[src/rtl/fwd_ram_pkg.sv]
package fwd_ram_pkg;
  typedef struct packed {
    logic capture;
    logic addrHit;
    logic anyWrite;
  } fwdStrobe_t;
endpackage

[src/rtl/fwd_ram_ctrl.sv]
module fwd_ram_ctrl
  import fwd_ram_pkg::*;
#(
  parameter int ADDR_W = 4,
  parameter int LANES  = 2
) (
  input  logic              rdEn,
  input  logic [ADDR_W-1:0] wrAddr,
  input  logic [ADDR_W-1:0] rdAddr,
  input  logic [LANES-1:0]  wrBe,
  output fwdStrobe_t        strb,
  output logic [LANES-1:0]  hitVec
);
  always_comb begin
    strb.capture  = rdEn;
    strb.addrHit  = (wrAddr == rdAddr);
    strb.anyWrite = |wrBe;
    hitVec        = strb.addrHit ? wrBe : '0;
  end
endmodule

[src/rtl/fwd_ram_data.sv]
module fwd_ram_data
  import fwd_ram_pkg::*;
#(
  parameter int ADDR_W = 4,
  parameter int DATA_W = 16,
  parameter int BYTE_W = 8
) (
  input  logic              clk,
  input  logic              rstN,
  input  fwdStrobe_t        strb,
  input  logic [DATA_W/BYTE_W-1:0] hitVec,
  input  logic [DATA_W/BYTE_W-1:0] wrBe,
  input  logic [ADDR_W-1:0] wrAddr,
  input  logic [DATA_W-1:0] wrData,
  input  logic [ADDR_W-1:0] rdAddr,
  output logic [DATA_W-1:0] rdData
);
  localparam int LANES = DATA_W / BYTE_W;
  localparam int DEPTH = 1 << ADDR_W;

  logic [DATA_W-1:0] mem [DEPTH];
  logic [DATA_W-1:0] ramQ;
  logic [DATA_W-1:0] fwdData;
  logic [LANES-1:0]  fwdHit;

  // Array write, lane by lane
  always_ff @(posedge clk) begin
    if (strb.anyWrite) begin
      for (int i = 0; i < LANES; i++) begin
        if (wrBe[i]) mem[wrAddr][i*BYTE_W +: BYTE_W] <= wrData[i*BYTE_W +: BYTE_W];
      end
    end
  end

  // Read-before-write array output, gated by the read enable
  always_ff @(posedge clk or negedge rstN) begin
    if (!rstN)              ramQ <= '0;
    else if (strb.capture)  ramQ <= mem[rdAddr];
  end

  // Forwarding registers, gated by the same enable
  always_ff @(posedge clk or negedge rstN) begin
    if (!rstN) begin
      fwdData <= '0;
      fwdHit  <= '0;
    end else if (strb.capture) begin
      fwdData <= wrData;
      fwdHit  <= hitVec;
    end
  end

  for (genvar g = 0; g < LANES; g++) begin : gLane
    assign rdData[g*BYTE_W +: BYTE_W] =
      fwdHit[g] ? fwdData[g*BYTE_W +: BYTE_W] : ramQ[g*BYTE_W +: BYTE_W];

    // a forwarded lane carries the written byte
    a_r4_lane_fwd: assert property (@(posedge clk) disable iff (!rstN)
      (strb.capture && hitVec[g]) |=>
        rdData[g*BYTE_W +: BYTE_W] == $past(wrData[g*BYTE_W +: BYTE_W]));
  end

  a_r3_full_collision: assert property (@(posedge clk) disable iff (!rstN)
    (strb.capture && strb.addrHit && (&wrBe)) |=> rdData == $past(wrData));

  a_r5_hold: assert property (@(posedge clk) disable iff (!rstN)
    !strb.capture |=> $stable(rdData));

  a_r7_no_forward: assert property (@(posedge clk) disable iff (!rstN)
    (strb.capture && !strb.addrHit) |=> rdData == ramQ);
endmodule

[src/rtl/fwd_ram_top.sv]
module fwd_ram_top
  import fwd_ram_pkg::*;
#(
  parameter int ADDR_W = 4,
  parameter int DATA_W = 16,
  parameter int BYTE_W = 8
) (
  input  logic                     clk,
  input  logic                     rstN,
  input  logic [DATA_W/BYTE_W-1:0] wrBe,
  input  logic [ADDR_W-1:0]        wrAddr,
  input  logic [DATA_W-1:0]        wrData,
  input  logic                     rdEn,
  input  logic [ADDR_W-1:0]        rdAddr,
  output logic [DATA_W-1:0]        rdData
);
  localparam int LANES = DATA_W / BYTE_W;

  initial begin
    if (DATA_W % BYTE_W != 0) $error("DATA_W must be a multiple of BYTE_W");
  end

  fwdStrobe_t       strb;
  logic [LANES-1:0] hitVec;

  fwd_ram_ctrl #(.ADDR_W(ADDR_W), .LANES(LANES)) u_ctrl (
    .rdEn(rdEn), .wrAddr(wrAddr), .rdAddr(rdAddr), .wrBe(wrBe),
    .strb(strb), .hitVec(hitVec)
  );

  fwd_ram_data #(.ADDR_W(ADDR_W), .DATA_W(DATA_W), .BYTE_W(BYTE_W)) u_data (
    .clk(clk), .rstN(rstN), .strb(strb), .hitVec(hitVec), .wrBe(wrBe),
    .wrAddr(wrAddr), .wrData(wrData), .rdAddr(rdAddr), .rdData(rdData)
  );
endmodule

[config.mk]
export PLATFORM = sky130hd
export DESIGN_NAME = fwd_ram_top
export DESIGN_NICKNAME = d
export VERILOG_FILES = /design/src/rtl/fwd_ram_pkg.sv /design/src/rtl/fwd_ram_ctrl.sv /design/src/rtl/fwd_ram_data.sv /design/src/rtl/fwd_ram_top.sv
export SDC_FILE = /design/constraint.sdc
export NUM_CORES = 1
export LEC_CHECK = 0
export CORE_UTILIZATION = 40
export CTS_CLUSTER_SIZE = 8
export DETAILED_ROUTE_END_ITERATION = 7
export HOLD_SLACK_MARGIN = 0.15
export SLEW_MARGIN = 30
export SYNTH_ARGS = -nofsm -noshare
export SYNTH_HDL_FRONTEND = slang
export SYNTH_SLANG_ARGS = --single-unit
export TNS_END_PERCENT = 50
[constraint.sdc]
create_clock -name clk -period 2.6 [get_ports clk]
set_input_delay 0.26 -clock clk [delete_from_list [all_inputs] [get_ports clk]]
set_output_delay 0.26 -clock clk [all_outputs]
set_load 0.01 [all_outputs]
==> results of run 1 <==
metal layers:
| layer | vias up | track usage, % |
|---|---|---|
| li1 | 2423 | - |
| met1 | 2901 | 25.15 |
| met2 | 179 | 27.62 |
| met3 | 40 | 4.279 |
| met4 | 0 | 5.280 |
| met5 | - | 0 |
critical path: cells and delay by family (launching register included):
family	cells	cell delay [ns]
flops	1	0.62
mux	1	0.41
buf+inv	1	0.49
Yosys cell counts (7+ instances only):
cell type,instances,share of area [%]
mux2_2,32,3.1
nor2_1,49,1.6
mux4_1,8,1.8
edfxtp_1,256,67
o22ai_1,16,0.87
mux2i_1,16,1.4
buf_6,7,0.69
mux4_2,56,11
a221oi_2,14,1.8
dfrtp_1,34,7.4
nand2_1,7,0.23
buf_2,7,0.31
clkbuf_1,11,0.36
cells by family (layout without fill, tap and decap cells):
logic type	Yosys count	count (layout)
flops	290	290
mux	112	112
simple gates	69	69
compound gates	34	34
buf+inv	34	148
xor+xnor	4	4
final timing paths:
check                                                 endpoint  slack, ns  cells after the start
worst max-delay path                                 rdData[7]       0.30                      2
max in group asynchronous           u_data.ramQ[1]$_DFFE_PN0P_       1.96                      2
worst min-delay path                u_data.ramQ[7]$_DFFE_PN0P_       0.23                      2
worst min register to register  u_data.fwdData[15]$_DFFE_PN0P_       0.50                      1
min in group asynchronous       u_data.fwdData[13]$_DFFE_PN0P_       0.27                      2
worst max register to register     u_data.ramQ[14]$_DFFE_PN0P_       1.21                      3
through the flow:
step	setup slack (ns)	util [%]	std cells	hold WS (ns)
global placement	0.5350	44.58	974	0.4198
CTS	0.2970	48.86	1035	0.2072
detailed placement	0.5147	44.58	974	0.4369
finish	0.2991	48.87	1035	0.2263
floorplan	1.127	-	543	-0.03559
global route	0.2455	48.87	1035	0.2340
state kept, by name, summed over array words and instances, names as in the netlist:
name / cells
u_data.fwdHit: 2
u_data.fwdData: 16
u_data.ramQ: 16
u_data.mem: 256
power breakdown:
group | internal [uW] | switching [uW] | total [uW]
sequential | 5230 | 57.0 | 5290
combinational | 347 | 383 | 731
clock | 3090 | 1770 | 4850
total | 8660 | 2210 | 10900
what timing repair did:
action	4_1_cts	5_1_grt
hold buffers	1	0
endpoints found under the setup margin	0	0
gates resized for setup	0	0
hold endpoints to repair	34	0
layout make-up:
| class | count | area (um2) |
|---|---|---|
| Clock buffer | 59 | 1179 |
| Sequential cell | 290 | 8538 |
| Tap cell | 378 | 473.0 |
| Timing Repair Buffer | 88 | 785.8 |
| Clock inverter | 1 | 8.758 |
| Multi-Input combinational cell | 219 | 2668 |
| Fill cell | 2287 | 14280 |
==> impl_metrics.tcl, run 1 <==
set metrics [dict create \
    outcome "finished, final reports clean" \
    viasPerCell 5.356 \
    grt_usage_pct 17.87 \
    path_clk_slew_ns 0.05 \
    cts_buffer_depth 3 \
    die_w_um 171.2 \
    timing.slew.headroom_pct 45.01 \
    overflow 0 \
    wl_met3_um 1639 \
    die_y_um 171.2 \
    clock_sinks 290 \
    antenna_found_initial 0 \
    crit_slowest_cell "dfrtp_1" \
    cp_slowest_stage_delay_ns 0.62 \
    critPathCaptureType "output port" \
    syn-mean-instance-area_um2 21.08 \
    synthMuxAreaShare_pct 17.40 \
    grt_pass1_wl_um 37490 \
    dieArea_mm2 0.02929 \
    leakage_uw 0.004552 \
    drc_errors 0 \
    num-nets-final 670 \
    synth_top_family_by_area "multiplexers" \
    pin_count 45 \
    required_ns 2.34 \
    cts_tree "yes" \
    gp_congestion 0.7636 \
    synth_ff_type "edfxtp_1" \
    syn-cell-area_mm2 0.01144 \
    period_minus_slack_ns 2.301 \
    ir_drop_uv 376.5 \
    crit_start "u_data.fwdHit[0]$_DFFE_PN0P_" \
    ys_seq_area_share_pct 74.60 \
    layout_common_cells "edfxtp_1, mux4_2, nor2_1" \
    start_util_pct 40.97 \
    drive_gt1_share_pct 30.14 \
    setup_viol 0 \
    wl_met2_um 11740 \
    wirelength_um 24800 \
    crit_type "reg -> out" \
    final_cell_area_mm2 0.01365 \
    drv.max_cap_violation_count 0 \
    p_total_uw 10870 \
    rr_startpoint "u_data.mem[14][14]$_DFFE_PP_" \
    ys_warn_count 0 \
    worst_hold_startpoint "rdEn" \
    rows 61 \
    topRoutingLayerUsed "met4" \
    place_hpwl_um 15630 \
    yosys.area_share.simple_pct 2.580 \
    crit_path_start_kind "flip-flop" \
    synth_fa_ha_area_share_pct 0 \
    synth_edf_count 256 \
    setup_tns_ns 0 \
    wl_met1_um 11010 \
    synth-compound-area-share_pct 3.017 \
    area_delta_synth_final_pct 19.28 \
    synth_cell_types 26 \
    post_cts.repair.setup_buffers 0 \
    grt_pass1_vias 5951 \
    yosys.area_share.xor_xnor_pct 0.3061 \
    antenna_cells 0 \
    final_common_cell "edfxtp_1" \
    crit_fanout 9 \
    routedWlPerCell_um 23.96 \
    hold_violations 0 \
    placed_cell_area_mm2 0.01245 \
    clock-root-buffer "clkbuf_16" \
    numPortBuffers 44 \
    fmax_ghz 0.4346 \
    powerDensity_mw_per_mm2 796.4 \
    cts_made_buffers 42 \
    vias 5543 \
    post-route-period-util_pct 88.50 \
    htreeDepth 2 \
    hold_class "in -> reg" \
    tightest_slew_ns 0.8248 \
    ys_ff_latch 290 \
    skew_ns 0.009438 \
    rsz0062_at_grt "false" \
    arrival_ns 2.04 \
    path_cells "mux2_2, clkdlybuf4s50_1" \
    slew_viol_final 0 \
    drtPass1Iterations 5 \
    netlist_instances 543 \
    core_mm2 0.02793 \
    syn_nets 572 \
    drtAntennaViolNets 0 \
    async_reset_ff_share_pct 11.72 \
    grt_max_degree 38 \
    drtIter0Drc 437 \
    clk_latency_ns 0.52 \
]
Note: power is estimated with default switching activity, not from simulation.
==> run 2, diff against run 1 <==
==> constraint.sdc (replaced) <==
create_clock -name clk -period 2.5 [get_ports clk]
set_input_delay 0.25 -clock clk [delete_from_list [all_inputs] [get_ports clk]]
set_output_delay 0.25 -clock clk [all_outputs]
set_load 0.01 [all_outputs]
==> impl_metrics.tcl, run 2 (same netlist as run 1, synthesis figures left out) <==
set metrics [dict create \
    routedWlPerCell_um 22.91 \
    crit_type "reg -> out" \
    setup_tns_ns 0 \
    critPathCaptureType "output port" \
    start_util_pct 40.97 \
    die_w_um 171.2 \
    setup_viol 0 \
    place_hpwl_um 15130 \
    path_cells "mux2_2, clkdlybuf4s50_1" \
    drive_gt1_share_pct 29.75 \
    final_common_cell "edfxtp_1" \
    critical_path_buf_inv_count 1 \
    hold_class "in -> async" \
    rsz0062_at_grt "false" \
    antenna_found_initial 0 \
    top_regs "u_data.mem (256), u_data.fwdData (16), u_data.ramQ (16)" \
    htreeDepth 2 \
    grt_pass1_wl_um 35770 \
    viasPerCell 5.333 \
    drtPass1Iterations 4 \
    overflow 0 \
    die_y_um 171.2 \
    place_ws_ns 0.3957 \
    clock_sinks 290 \
    ir_drop_uv 527.4 \
    post_cts.repair.setup_buffers 0 \
    clk_latency_ns 0.51 \
    pin_count 45 \
    num-nets-final 666 \
    outcome "finished, final reports clean" \
    period_minus_slack_ns 2.244 \
    required_ns 2.25 \
    core_mm2 0.02793 \
    numPortBuffers 44 \
    path_delay_family "flip-flops" \
    wirelength_um 23600 \
    grt_usage_pct 16.86 \
    grt_pass1_vias 5884 \
    drtIter0Drc 459 \
    regMostFlops "u_data.mem" \
    crit_slowest_cell "dfrtp_1" \
    gp_congestion 0.8028 \
    path_clk_slew_ns 0.05 \
    arrival_ns 1.99 \
    largest_register_ff_count 256 \
    drc_errors 0 \
    placed_cell_area_mm2 0.01245 \
    skew_ns 0.01448 \
    dieArea_mm2 0.02929 \
    tightest_slew_ns 0.8534 \
    cp_slowest_stage_delay_ns 0.58 \
    layout_common_cells "edfxtp_1, mux4_2, nor2_1" \
    crit_fanout 9 \
    cts_made_buffers 42 \
    timing.slew.headroom_pct 43.11 \
    powerDensity_mw_per_mm2 819.7 \
    slew_viol_final 0 \
    post-route-period-util_pct 89.76 \
    final_util_pct 48.70 \
    p_total_uw 11150 \
    rows 61 \
    cts_buffer_depth 3 \
    grt_max_degree 53 \
    final_cell_area_mm2 0.01360 \
    drv.max_cap_violation_count 0 \
    fmax_ghz 0.4456 \
    leakage_uw 0.004518 \
    area_delta_synth_final_pct 18.86 \
    fin_ws_ns 0.2561 \
    crit_path_start_kind "flip-flop" \
    vias 5493 \
    hold_violations 0 \
    antenna_cells 0 \
    clock-root-buffer "clkbuf_16" \
    drtAntennaViolNets 0 \
    cts_tree "yes" \
]
-- run 2: layout make-up --
class	count	area, um2
Sequential cell	290	8538
Clock inverter	2	16.27
Tap cell	378	473.0
Multi-Input combinational cell	219	2669
Clock buffer	57	1129
Fill cell	2294	14330
Timing Repair Buffer	84	778.2
-- run 2: what timing repair did --
action                                 CTS  global route
endpoints found under the hold margin   34             0
hold buffers                             1             0
resized for setup                        0             0
-- run 2: power breakdown --
part | switching, uW | total (uW) | internal [uW]
Sequential | 59.5 | 5500 | 5440
Clock | 1820 | 4900 | 3080
Combinational | 389 | 750 | 361
Total | 2270 | 11200 | 8880
-- run 2: through the flow --
stage / hold slack, ns / std cells
2_1_floorplan: -0.04559 / 543
3_3_place_gp: 0.3984 / 970
3_5_place_dp: 0.4074 / 970
4_1_cts: 0.4176 / 1030
5_1_grt: 0.4648 / 1030
6_report: 0.3921 / 1030
-- run 2: worst paths after layout --
kind / cells past startpoint / slack, ns / endpoint / start
min in group clk: 4 / 0.44 / u_data.ramQ[3]$_DFFE_PN0P_ / rdAddr[1]
max in group asynchronous: 2 / 1.56 / u_data.ramQ[5]$_DFFE_PN0P_ / rstN
hold reg to reg: 1 / 0.50 / u_data.fwdData[13]$_DFFE_PN0P_ / u_data.fwdData[13]$_DFFE_PN0P_
setup / recovery: 2 / 0.26 / rdData[1] / u_data.fwdHit[0]$_DFFE_PN0P_
setup reg to reg: 3 / 1.13 / u_data.ramQ[14]$_DFFE_PN0P_ / u_data.mem[8][14]$_DFFE_PP_
hold / removal: 2 / 0.39 / u_data.ramQ[11]$_DFFE_PN0P_ / rstN
-- run 2: routing by layer --
| layer | share of wire (%) | vias up | track usage, % | routed length [um] |
|---|---|---|---|---|
| li1 | - | 2418 | - | - |
| met1 | 46 | 2885 | 24.30 | 10890 |
| met2 | 46 | 153 | 25.75 | 10810 |
| met3 | 6.1 | 37 | 3.585 | 1434 |
| met4 | 2.0 | 0 | 5.047 | 467 |
| met5 | 0 | - | 0 | 0 |
==> run 3, diff against run 2 <==
--- a/config.mk
+++ b/config.mk
@@ -5,10 +5,11 @@
 export SDC_FILE = /design/constraint.sdc
 export NUM_CORES = 1
 export LEC_CHECK = 0
-export CORE_UTILIZATION = 40
+export CORE_UTILIZATION = 60
 export CTS_CLUSTER_SIZE = 8
 export DETAILED_ROUTE_END_ITERATION = 7
 export HOLD_SLACK_MARGIN = 0.15
+export PLACE_DENSITY = 0.79
 export SLEW_MARGIN = 30
 export SYNTH_ARGS = -nofsm -noshare
 export SYNTH_HDL_FRONTEND = slang
==> impl_metrics.tcl, run 3 (same netlist as run 1, synthesis figures left out) <==
set metrics [dict create \
    rows 50 \
    place_ws_ns 0.4848 \
    crit_path_start_kind "flip-flop" \
    grt_pass1_vias 6281 \
    antenna_cells 0 \
    cts_tree "yes" \
    required_ns 2.25 \
    skew_ns 0.02045 \
    cts_made_buffers 42 \
    critical_path_buf_inv_count 1 \
    pin_count 45 \
    arrival_ns 2.04 \
    grt_usage_pct 27.42 \
    overflow 0 \
    critPathCaptureType "output port" \
    largest_register_ff_count 256 \
    drtPass1Iterations 5 \
    setup_tns_ns 0 \
    routedWlPerCell_um 28.32 \
    timing.slew.headroom_pct 52.52 \
    cts_resized 0 \
    hold_class "in -> async" \
    regMostFlops "u_data.mem" \
    area_delta_synth_final_pct 17.82 \
    numPortBuffers 44 \
    internal-power_uw 8949 \
    drtIter0Drc 662 \
    grt_pass1_wl_um 38570 \
    die_w_um 140.1 \
    post-route-period-util_pct 91.70 \
    period_minus_slack_ns 2.293 \
    outcome "finished, final reports clean" \
    dieArea_mm2 0.01963 \
    crit_fanout 9 \
    viasPerCell 6.674 \
    hold_violations 0 \
    path_clk_slew_ns 0.05 \
    hold-worst-slack_ns 0.2328 \
    drive_gt1_share_pct 29.94 \
    wirelength_um 25550 \
    gp_congestion 0.8254 \
    clock-root-buffer "clkbuf_16" \
    final_cell_area_mm2 0.01348 \
    tightest_slew_ns 0.7123 \
    ir_drop_uv 427.2 \
    setup_viol 0 \
    crit_slowest_cell "dfrtp_1" \
    cp_slowest_stage_delay_ns 0.63 \
    cts_buffer_depth 3 \
    htreeDepth 2 \
    p_switching_uw 2353 \
    place_hpwl_um 15150 \
    grt_max_degree 53 \
    antenna_found_initial 0 \
    drv.max_cap_violation_count 0 \
    final_common_cell "edfxtp_1" \
    die_y_um 140.1 \
    clkPwrFrac_pct 44.4 \
    placed_cell_area_mm2 0.01230 \
    powerDensity_mw_per_mm2 838.1 \
    path_cells "mux2_2, clkdlybuf4s50_1" \
    clock_sinks 290 \
    p_total_uw 11300 \
    layout_common_cells "edfxtp_1, mux4_2, nor2_1" \
    comb_power_share_pct 6.8 \
    rsz0062_at_grt "false" \
    num-nets-final 673 \
    path_delay_family "flip-flops" \
    p_sw_share_pct 20.82 \
    seq_power_share_pct 48.8 \
    vias 6020 \
    fmax_ghz 0.4362 \
    top_regs "u_data.mem (256), u_data.fwdData (16), u_data.ramQ (16)" \
    core_mm2 0.01871 \
    clk_latency_ns 0.51 \
    slew_viol_final 0 \
    drc_errors 0 \
    fin_ws_ns 0.2075 \
    leakage_uw 0.004556 \
    drtAntennaViolNets 0 \
    start_util_pct 61.18 \
    crit_type "reg -> out" \
]
-- run 3: changes by cell type in the layout (fill, tap and decap cells not counted), sizes merged --
cell,change
clkbuf,+9
buf,+7
clkinv,+1
clkinvlp,-1
-- run 3: routing by layer --
metal	vias to the layer above	GRT usage (%)	share of wire, %	wire length (um)
li1	2439	-	-	-
met1	3113	38.22	39	9929
met2	405	42.58	48	12310
met3	63	6.462	10	2545
met4	0	10.99	3.0	756
met5	-	0	0	0
-- run 3: timing repair --
action                                 CTS  global route
endpoints found under the hold margin    0            24
setup endpoints to repair                0             0
hold buffers                             0             1
setup buffers                            0             0
-- run 3: power by group through the flow --
stage	logic, uW	registers, uW	clock network, uW
finish	769	5510	5020
floorplan	443	5560	0
global route	813	5520	5290
detailed placement	752	5590	0
global placement	724	5580	0
CTS	768	5510	5090
-- run 3: path summary, 6_finish.rpt --
| check | start | endpoint | slack, ns | cells after the start |
|---|---|---|---|---|
| min reg2reg | u_data.fwdData[15]$_DFFE_PN0P_ | u_data.fwdData[15]$_DFFE_PN0P_ | 0.50 | 1 |
| min | rstN | u_data.ramQ[13]$_DFFE_PN0P_ | 0.23 | 2 |
| max reg2reg | u_data.mem[7][0]$_DFFE_PP_ | u_data.ramQ[0]$_DFFE_PN0P_ | 1.02 | 3 |
| max in group asynchronous | rstN | u_data.ramQ[5]$_DFFE_PN0P_ | 1.68 | 3 |
| min in group clk | rdAddr[1] | u_data.ramQ[10]$_DFFE_PN0P_ | 0.30 | 3 |
| max | u_data.fwdHit[0]$_DFFE_PN0P_ | rdData[7] | 0.21 | 2 |
-- run 3: area by class of cell --
cell class	instances	area (um2)
flip-flops and latches	290	8538
multi-input cells	219	2668
clock inverters	2	17.52
well taps	234	292.8
repair buffers	91	805.8
fillers	1001	5221
clock buffers	66	1162
-- run 3: per-stage QoR --
stage / util [%] / cells
finish: 72.09 / 902
global route: 72.09 / 902
CTS: 72.06 / 901
detailed placement: 65.75 / 833
global placement: 65.75 / 833
floorplan: - / 543
